### config.mk
export PLATFORM = sky130hd
export DESIGN_NAME = ecc_fifo
export DESIGN_NICKNAME = d
export VERILOG_FILES = /design/src/rtl/ecc_fifo_pkg.sv /design/src/rtl/ecc_seg_dec.sv /design/src/rtl/ecc_word_codec.sv /design/src/rtl/ecc_fifo_ctrl.sv /design/src/rtl/ecc_fifo_mem.sv /design/src/rtl/ecc_fifo.sv
export SDC_FILE = /design/constraint.sdc
export NUM_CORES = 1
export LEC_CHECK = 0
export BUFFER_PORTS_ARGS = -buffer_cell sky130_fd_sc_hd__buf_2
export CAP_MARGIN = 40
export CORE_MARGIN = 8
export CORE_UTILIZATION = 65
export DETAILED_ROUTE_END_ITERATION = 8
export GPL_ROUTABILITY_DRIVEN = 0
export GPL_TIMING_DRIVEN = 0
export PLACE_DENSITY = 0.92
export SYNTH_ARGS = -nofsm -noshare
export SYNTH_HDL_FRONTEND = slang
export SYNTH_SLANG_ARGS = --single-unit
### constraint.sdc
create_clock -name clk -period 5.7 [get_ports clk]
set_clock_uncertainty 0.05 [all_clocks]
set_input_delay 1.14 -clock clk [delete_from_list [all_inputs] [get_ports clk]]
set_output_delay 1.14 -clock clk [all_outputs]
set_load 0.01 [all_outputs]
### src/rtl/ecc_fifo_pkg.sv
package ecc_fifo_pkg;
  localparam int SEG_W  = 64;
  localparam int PAR_W  = 7;
  localparam int CW_W   = SEG_W + PAR_W + 1;
  // codeword positions of user data bits 0 and 1 (first non power-of-two slots)
  localparam int D0_POS = 3;
  localparam int D1_POS = 5;

  function automatic logic is_pow2(input int p);
    return (p != 0) && ((p & (p - 1)) == 0);
  endfunction

  function automatic logic [CW_W-1:0] seg_encode(input logic [SEG_W-1:0] d);
    logic [CW_W-1:0] cw;
    int j;
    cw = '0;
    j  = 0;
    for (int p = 1; p < CW_W; p++) begin
      if (!is_pow2(p)) begin
        cw[p] = d[j];
        j++;
      end
    end
    for (int k = 0; k < PAR_W; k++) begin
      logic par;
      par = 1'b0;
      for (int p = 1; p < CW_W; p++)
        if (((p >> k) & 1) == 1 && !is_pow2(p)) par ^= cw[p];
      cw[1 << k] = par;
    end
    cw[0] = ^cw[CW_W-1:1];
    return cw;
  endfunction
endpackage

### src/rtl/ecc_seg_dec.sv
module ecc_seg_dec
  import ecc_fifo_pkg::*;
(
  input  logic [CW_W-1:0]  cw_i,
  output logic [SEG_W-1:0] data_o,
  output logic             sgl_o,
  output logic             dbl_o
);
  logic [PAR_W-1:0] syn;
  logic             odd;
  logic [CW_W-1:0]  fixed;

  always_comb begin
    syn = '0;
    for (int p = 1; p < CW_W; p++)
      if (cw_i[p]) syn ^= PAR_W'(p);
    odd = ^cw_i;
  end

  always_comb begin
    fixed = cw_i;
    sgl_o = 1'b0;
    dbl_o = 1'b0;
    if (odd) begin
      if (int'(syn) < CW_W) begin
        fixed[syn] = ~cw_i[syn];
        sgl_o      = 1'b1;
      end else begin
        dbl_o = 1'b1;
      end
    end else if (syn != '0) begin
      dbl_o = 1'b1;
    end
  end

  always_comb begin
    int j;
    j = 0;
    data_o = '0;
    for (int p = 1; p < CW_W; p++) begin
      if (!is_pow2(p)) begin
        data_o[j] = fixed[p];
        j++;
      end
    end
  end
endmodule

### src/rtl/ecc_word_codec.sv
module ecc_word_codec
  import ecc_fifo_pkg::*;
#(
  parameter int DATA_W = 16,
  localparam int NSEG  = (DATA_W + SEG_W - 1) / SEG_W,
  localparam int STO_W = NSEG * CW_W
) (
  input  logic [DATA_W-1:0] enc_data_i,
  input  logic              inj_single_i,
  input  logic              inj_double_i,
  output logic [STO_W-1:0]  enc_word_o,
  input  logic [STO_W-1:0]  dec_word_i,
  output logic [DATA_W-1:0] dec_data_o,
  output logic              dec_single_o,
  output logic              dec_double_o
);
  logic [NSEG*SEG_W-1:0] pad_in;
  logic [NSEG*SEG_W-1:0] pad_out;
  logic [STO_W-1:0]      clean;
  logic [NSEG-1:0]       sgl_v;
  logic [NSEG-1:0]       dbl_v;

  always_comb begin
    pad_in = '0;
    pad_in[DATA_W-1:0] = enc_data_i;
  end

  for (genvar s = 0; s < NSEG; s++) begin : g_seg
    assign clean[s*CW_W +: CW_W] = seg_encode(pad_in[s*SEG_W +: SEG_W]);
    ecc_seg_dec u_dec (
      .cw_i   (dec_word_i[s*CW_W +: CW_W]),
      .data_o (pad_out[s*SEG_W +: SEG_W]),
      .sgl_o  (sgl_v[s]),
      .dbl_o  (dbl_v[s])
    );
  end

  // fault injection: double request wins over single
  always_comb begin
    enc_word_o = clean;
    if (inj_double_i) begin
      enc_word_o[D0_POS] = ~clean[D0_POS];
      enc_word_o[D1_POS] = ~clean[D1_POS];
    end else if (inj_single_i) begin
      enc_word_o[D0_POS] = ~clean[D0_POS];
    end
  end

  assign dec_data_o   = pad_out[DATA_W-1:0];
  assign dec_double_o = |dbl_v;
  assign dec_single_o = (|sgl_v) && !(|dbl_v);

  logic unused_pad;
  assign unused_pad = ^pad_out;
endmodule

### src/rtl/ecc_fifo_ctrl.sv
module ecc_fifo_ctrl #(
  parameter int DEPTH = 8,
  localparam int AW   = $clog2(DEPTH)
) (
  input  logic          clk,
  input  logic          rst_n,
  input  logic          wr_req_i,
  input  logic          rd_req_i,
  output logic          wr_fire_o,
  output logic          rd_fire_o,
  output logic [AW-1:0] wr_addr_o,
  output logic [AW-1:0] rd_addr_o,
  output logic          full_o,
  output logic          empty_o
);
  logic [AW:0] wr_ptr, rd_ptr;

  assign empty_o   = (wr_ptr == rd_ptr);
  assign full_o    = (wr_ptr[AW] != rd_ptr[AW]) && (wr_ptr[AW-1:0] == rd_ptr[AW-1:0]);
  assign wr_fire_o = wr_req_i && !full_o;
  assign rd_fire_o = rd_req_i && !empty_o;
  assign wr_addr_o = wr_ptr[AW-1:0];
  assign rd_addr_o = rd_ptr[AW-1:0];

  always_ff @(posedge clk or negedge rst_n) begin
    if (!rst_n) begin
      wr_ptr <= '0;
      rd_ptr <= '0;
    end else begin
      if (wr_fire_o) wr_ptr <= wr_ptr + 1'b1;
      if (rd_fire_o) rd_ptr <= rd_ptr + 1'b1;
    end
  end
endmodule

### src/rtl/ecc_fifo_mem.sv
module ecc_fifo_mem #(
  parameter int WIDTH = 72,
  parameter int DEPTH = 8,
  localparam int AW   = $clog2(DEPTH)
) (
  input  logic             clk,
  input  logic             we_i,
  input  logic [AW-1:0]    waddr_i,
  input  logic [WIDTH-1:0] wdata_i,
  input  logic [AW-1:0]    raddr_i,
  output logic [WIDTH-1:0] rdata_o
);
  logic [WIDTH-1:0] cells [DEPTH];

  always_ff @(posedge clk) begin
    if (we_i) cells[waddr_i] <= wdata_i;
  end

  assign rdata_o = cells[raddr_i];
endmodule

### src/rtl/ecc_fifo.sv
module ecc_fifo
  import ecc_fifo_pkg::*;
#(
  parameter int DATA_W = 16,
  parameter int DEPTH  = 8
) (
  input  logic              clk,
  input  logic              rst_n,
  input  logic              wr_valid,
  input  logic [DATA_W-1:0] wr_data,
  input  logic              inj_single,
  input  logic              inj_double,
  output logic              full,
  input  logic              rd_en,
  output logic [DATA_W-1:0] rd_data,
  output logic              rd_valid,
  output logic              empty,
  output logic              err_single,
  output logic              err_double
);
  localparam int NSEG  = (DATA_W + SEG_W - 1) / SEG_W;
  localparam int STO_W = NSEG * CW_W;
  localparam int AW    = $clog2(DEPTH);

  logic              wr_fire, rd_fire;
  logic [AW-1:0]     wr_addr, rd_addr;
  logic [STO_W-1:0]  enc_word, mem_word;
  logic [DATA_W-1:0] dec_data;
  logic              dec_single, dec_double;

  ecc_fifo_ctrl #(.DEPTH(DEPTH)) u_ctrl (
    .clk       (clk),
    .rst_n     (rst_n),
    .wr_req_i  (wr_valid),
    .rd_req_i  (rd_en),
    .wr_fire_o (wr_fire),
    .rd_fire_o (rd_fire),
    .wr_addr_o (wr_addr),
    .rd_addr_o (rd_addr),
    .full_o    (full),
    .empty_o   (empty)
  );

  ecc_word_codec #(.DATA_W(DATA_W)) u_codec (
    .enc_data_i   (wr_data),
    .inj_single_i (inj_single),
    .inj_double_i (inj_double),
    .enc_word_o   (enc_word),
    .dec_word_i   (mem_word),
    .dec_data_o   (dec_data),
    .dec_single_o (dec_single),
    .dec_double_o (dec_double)
  );

  ecc_fifo_mem #(.WIDTH(STO_W), .DEPTH(DEPTH)) u_mem (
    .clk     (clk),
    .we_i    (wr_fire),
    .waddr_i (wr_addr),
    .wdata_i (enc_word),
    .raddr_i (rd_addr),
    .rdata_o (mem_word)
  );

  // output data and flags deliberately carry no reset
  always_ff @(posedge clk) begin
    if (rd_fire) begin
      rd_data    <= dec_data;
      err_single <= dec_single;
      err_double <= dec_double;
    end
  end

  always_ff @(posedge clk or negedge rst_n) begin
    if (!rst_n) rd_valid <= 1'b0;
    else        rd_valid <= rd_fire;
  end
endmodule

# After elaboration in Yosys (flattened, before gate mapping)
# Memory sizes are Yosys's and may differ from the RTL's.
# Index checks and enable logic that the tools add are counted.
word_totals:
  ff_bits: 27
  out_inout_bits: 21
  ram_bits: 176
  rom_bits: 0
  latch_bits: 0
  in_bits: 22
  n_memories: 1
  wordCells: 222
memory_table:
  columns: ["memory", "words", "word_bits", "read_ports", "rd_ports_with_merged_regs", "wr", "line", "rtl"]
  rows:
  - ["u_mem.cells", 8, 22, 1, 0, 1, "ecc_fifo_mem.sv:13", "logic [WIDTH-1:0] cells [DEPTH];"]
classes:
  mux: 88
  mul: 0
  div: 0
  shift: 0
  bitwise: 108
  n_eq_ne: 3
  addsub: 2
  n_reduce_logical: 11
  n_lt_le_gt_ge: 3
op_table:
  columns: ["cell", "n"]
  rows:
  - ["6-bit two-way mux", 32]
  - ["5-bit two-way mux", 16]
  - ["72-bit bitwise mux", 1]
  - ["72-bit parity", 1]
  - ["71-bit parity", 1]
  - ["3-bit inverter", 23]
  - ["4-bit inverter", 16]
  - ["7-bit two-way mux", 8]
  - ["22-bit two-way mux", 2]
  - ["2-bit inverter", 18]
  - ["1-bit XOR", 35]
  - ["4-bit two-way mux", 8]
  - ["5-bit inverter", 6]
  - ["1-bit two-way mux", 13]
  - ["3-bit two-way mux", 4]
  - ["4-bit by 1-bit adder with 4-bit output, second input constant", 2]
  - ["7-bit by 8-bit < comparator with 1-bit output, second input constant", 1]
  - ["1-bit binary-select mux with 7-bit select", 1]
  - ["1-bit demux with 7-bit select", 1]
  - ["7-bit by 1-bit >= comparator with 1-bit output, second input constant", 1]
  - ["7-bit < comparator, second input constant", 1]
  - ["7-bit nonzero test", 1]
  - ["1-bit inverter, first input constant", 6]
  - ["6-bit inverter", 1]
  - ["7 further kinds", 16]

# Longest topological paths before layout
# An unclocked memory read counts as a cell.
logic_depth:
  word_depth: 143
  depth_mapped: 13
  mapped_depth_nobuf: 9

# Hierarchy
# Synthesis repeated with hierarchy kept, for this count alone.
unflattened:
  hier_cells: 1445
  hier_area_um2: 27279.9
by_module_without_submodules:
  columns: ["module", "cells_each", "instances", "area_each_um2", "seq_area_each_um2"]
  rows:
  - ["ecc_fifo_mem", 845, 1, 21927.3, 17296.6]
  - ["ecc_seg_dec", 435, 1, 3390.8, 0.0]
  - ["ecc_word_codec", 96, 1, 792.0, 0.0]
  - ["ecc_fifo_ctrl", 50, 1, 604.3, 200.2]
  - ["ecc_fifo", 19, 1, 565.5, 565.5]

# Worst setup path before layout
# Ideal clock, no wire load.
synth_path:
  path_kind: "register to register"
  startpoint: "register u_ctrl.rd_ptr[2]"
  endpoint: "memory u_mem.cells[0][0] (netlist bit) (enable)"
  slack_ps: 1763
  required_time_ps: 5221
  n_path_buf: 5
  arrival_time_ps: 3458
  path_stages_with_launch: 12
  period_less_slack_ps: 3937
  setup_time_ps: 429
  path_cell_list: "dfrtp_1 buf_2 buf_2 buf_4 buf_2 xor2_1 nor3_1 nand2_1 and2_1 clkbuf_1 nand2b_1 nor3_1"
synth_between:
  elab_chain_len: 6
synth_lines:
  columns: ["element", "line", "rtl"]
  rows:
  - ["start: declaration", "ecc_fifo_ctrl.sv:16", "logic [AW:0] wr_ptr, rd_ptr;"]
  - ["start signal: assignment", "ecc_fifo_ctrl.sv:31", "if (rd_fire_o) rd_ptr <= rd_ptr + 1'b1;"]
  - ["3-bit equality test", "ecc_fifo_ctrl.sv:19", "assign full_o = (wr_ptr[AW] != rd_ptr[AW]) && (wr_ptr[AW-1:0] == rd_ptr[AW-1:0]);"]
  - ["1-bit logical AND", "ecc_fifo_ctrl.sv:19", null]
  - ["1-bit logical NOT", "ecc_fifo_ctrl.sv:20", "assign wr_fire_o = wr_req_i && !full_o;"]
  - ["1-bit logical AND", "ecc_fifo_ctrl.sv:20", null]
  - ["1-bit two-way mux", "ecc_fifo_mem.sv:16", "if (we_i) cells[waddr_i] <= wdata_i;"]
  - ["1-bit two-way mux (implied by the code)", "ecc_fifo_mem.sv:16", null]
  - ["end: declaration", "ecc_fifo_mem.sv:13", null]
# No other way between the ends.

# Worst setup path in the final report
layout_path:
  startpoint: "register u_ctrl.rd_ptr[2]"
  endpoint: "register rd_data[2], data pin"
layout_between:
  elab_chain_len: 114
  word_cells_on_any_way: 149
  classes_between: "order compare (3); mux (78); bitwise (65); reduce/logical (2); memory (1)"
layout_lines:
  columns: ["element", "line", "rtl"]
  rows:
  - ["memory 8 x 22 bit *", null, null]
  - ["1-bit two-way mux", "ecc_seg_dec.sv:16", "if (cw_i[p]) syn ^= PAR_W'(p);"]
  - ["2-bit two-way mux", "ecc_seg_dec.sv:16", null]
  - ["2-bit inverter (no source line)", null, null]
  - ["2-bit two-way mux", "ecc_seg_dec.sv:16", null]
  - ["3-bit two-way mux", "ecc_seg_dec.sv:16", null]
  - ["2-bit inverter (no source line)", null, null]
  - ["3-bit two-way mux (2 in a row)", "ecc_seg_dec.sv:16", null]
  - ["[98 not listed]", null, null]
  - ["7-bit by 8-bit < comparator with 1-bit output (implied by the code) / 7-bit by 1-bit >= comparator with 1-bit output (equally long branches)", "ecc_seg_dec.sv:26", "fixed[syn] = ~cw_i[syn];"]
  - ["1-bit logical AND (implied by the code)", "ecc_seg_dec.sv:26", null]
  - ["1-bit two-way mux (implied by the code)", "ecc_seg_dec.sv:26", null]
  - ["1-bit demux with 7-bit select", "ecc_seg_dec.sv:26", null]
  - ["72-bit bitwise mux", "ecc_seg_dec.sv:26", null]
  - ["22-bit two-way mux", "ecc_seg_dec.sv:25", "if (int'(syn) < CW_W) begin"]
  - ["22-bit two-way mux *", "ecc_seg_dec.sv:24", "if (odd) begin"]
  - ["via dec_data[2]", "ecc_fifo.sv:28", "logic [DATA_W-1:0] dec_data;"]
  - ["end signal: assignment", "ecc_fifo.sv:67", "rd_data <= dec_data;"]
  - ["end: declaration", "ecc_fifo.sv:15", "output logic [DATA_W-1:0] rd_data,"]
# The timed path passes the listed nets; every way through them passes the cells marked *. The select of a mux whose other input is x is not followed.
# A chain may end at the register's enable or synchronous reset.

==> metrics <==
status=finished clean; Core ar.=0.01393 mm2; TritonRoute pass-1 iters=5; layout cells sized above 1=30.40%; global-route wire length before repair=29,390 um; CTS Buffer Depth=3; FF-to-FF path depth=12; WS Path Type=register to register; Clock Pin Slew Worst Setup and Hold Paths=60 ps; cell count after synthesis=490; IO Count=43; Fill cells=728; Area contributors post-synth=edfxtp_1 63%, mux4_2 11%, xnor2_1 5.9%, mux2i_1 3.6%, dfrtp_1 2.4%; Die W=135.5 um; Detailed Route WL=19,180 um; mapped cell area=0.009280 mm2; Antenna Nets Post-Route=0; sequential fraction of the synthesis area=65.20%; CTS Sinks=203; Hold Violations, Final=0; row count=43; Worst Setup Start Kind=register; TritonCTS clock tree=built; Max FO, Critical Path=10; Mean Syn Cell Area=18.94 um2; Synth top cells by count=194 x edfxtp_1, 63 x xnor2_1, 46 x mux4_2, 33 x mux2i_1, 18 x xor2_1; routed len/inst=25.26 um; top-count cell post-synth=edfxtp_1; chip height=135.5 um; Critical Path Source=u_ctrl.rd_ptr[2]; initial antenna violation count=0; post-DP HPWL=13,050 um; crit end category=register; Synth warnings=0; total global-route track usage=21.66%; minimum clock period=4334 ps; Worst Path Arrival=4600 ps; Num CTS Buffers=21; Slew @ Worst Pin=960.5 ps; vias per inst=6.368; max cap viols=0; Initial Utilization=66.60%; Post-synth EDFFs=194; ys flop type=edfxtp_1; worst skew pair latency=500 ps; Tightest Hold Check Type=input port to async pin; fmax=230.7 MHz; Setup Viol. Count Final=0; Post-route DRC=0; Max H-tree Level=1; capturing point of the worst reg2reg path=rd_data[2]; final worst path period share=76.04%; number of global-route vias before repair=5,105; setup bufs post-CTS=0; DIE AREA=0.01836 mm2; Slew Viols, Final=0; Synth area leader=edfxtp_1; max_slew headroom=34.14%; Fin Hold WS=441.1 ps; IO buf count=42; Root Driver=clkbuf_16; share of the synthesized area in the top cell type=62.77%; 1st-iter DRT viols=353; Final nets=592; via count=4,833; largest net degree at the start of global routing=19; asr flop ratio synth=4.433%; Netlist cell types=52; cts repair resizes=0; unrepaired setup endpoints after global routing=no; # hold bufs at CTS=0; Critical Path RT=5970 ps; post-synth net total=514; r2r startpoint=u_ctrl.rd_ptr[2]; Seq cells post-synth=203; area grow syn2layout=14.33%; crit path to=rd_data[2]; reg2reg setup slack=1370 ps; # diodes=0; global route overflow=0
==> worst min path at each step <==
stage	start	endpoint	slack [ps]	cells after the start
after floorplan	u_ctrl.wr_ptr[3]	u_ctrl.wr_ptr[3]	410	1
after global placement	u_ctrl.wr_ptr[3]	u_ctrl.wr_ptr[3]	430	1
after detailed placement	u_ctrl.wr_ptr[3]	u_ctrl.wr_ptr[3]	440	1
after CTS	rst_n	u_ctrl.wr_ptr[0]	440	1
after global routing	rst_n	u_ctrl.wr_ptr[1]	440	1
final	rst_n	u_ctrl.wr_ptr[0]	440	1
==> worst max-delay path, stage by stage (launching register included) <==
cell and delay (ps):
dfrtp_1 390, buf_2 270, buf_2 350, mux4_2 350, mux2i_1 670, xnor2_1 220
xnor3_1 400, buf_4 200, or2b_1 250, mux2i_1 440, a22oi_1 170, a21o_1 230
o22ai_1 160
==> final cells by class <==
class	instances	area, um2	area share (%)
clock inverters	8	113.9	1.073
multi-input cells	264	3083	29.06
clock buffers	26	544.3	5.130
inverters	3	11.26	0.1061
repair buffers	55	421.7	3.974
flip-flops and latches	203	6051	57.03
plain buffers	20	160.2	1.509
well taps	180	225.2	2.123
==> placed cells by master, fill, tap and decap left out, types with 6 or more instances in the layout <==
cell type,Yosys,routed
edfxtp_1,194,194
nor2_1,16,10
xnor2_1,63,63
nor2_2,0,6
dfrtp_1,9,9
clkbuf_1,2,7
buf_2,4,46
xor2_1,18,18
mux2i_1,33,33
nand2_1,11,11
mux4_2,46,46
buf_6,5,6
clkbuf_16,0,21
buf_4,7,11
nor2b_1,8,8
==> sequential cells by signal (all words and copies together), names as in the netlist <==
| name | count |
|---|---|
| u_mem.cells | 176 |
| rd_data | 16 |
| u_ctrl.rd_ptr | 4 |
| u_ctrl.wr_ptr | 4 |
| err_double | 1 |
| err_single | 1 |
| rd_valid | 1 |
==> routing by layer <==
layer / global-route usage (%) / up-vias / part of all wire (%)
li1: - / 2083 / -
met2: 36.23 / 242 / 51
met1: 26.20 / 2462 / 37
met5: 0 / - / 0
met3: 5.675 / 46 / 9.0
met4: 9.315 / 0 / 3.2
==> kinds of logic (layout without fill, tap and decap cells) <==
logic type	Yosys count	in the layout	share of synthesized area [%]
DFF	203	203	65.20
muxes	92	92	17.49
xor gates and xnor gates	91	91	9.815
and+or+nand+nor	63	63	3.802
buffers and inverters	23	112	1.847
AOI/OAI and AO/OA	16	16	1.577
adders and majority gates	2	2	0.2696
==> through the flow <==
stage | TNS, ps | cells | instance area [um2] | worst slack, ps | util (%)
final | 0 | 759 | 10610 | 1366 | 76.14
after global routing | 0 | 759 | 10610 | 1205 | 76.14
after CTS | 0 | 758 | 10600 | 1430 | 76.03
after detailed placement | 0 | 724 | 9937 | 1479 | 71.31
after global placement | -7440 | 712 | 9716 | -227.4 | 69.72
after floorplan | 0 | 490 | 9280 | 1763 | -
Power is not shown: default switching activity piles up to over one toggle a cycle in this logic, so the estimate is an artifact.
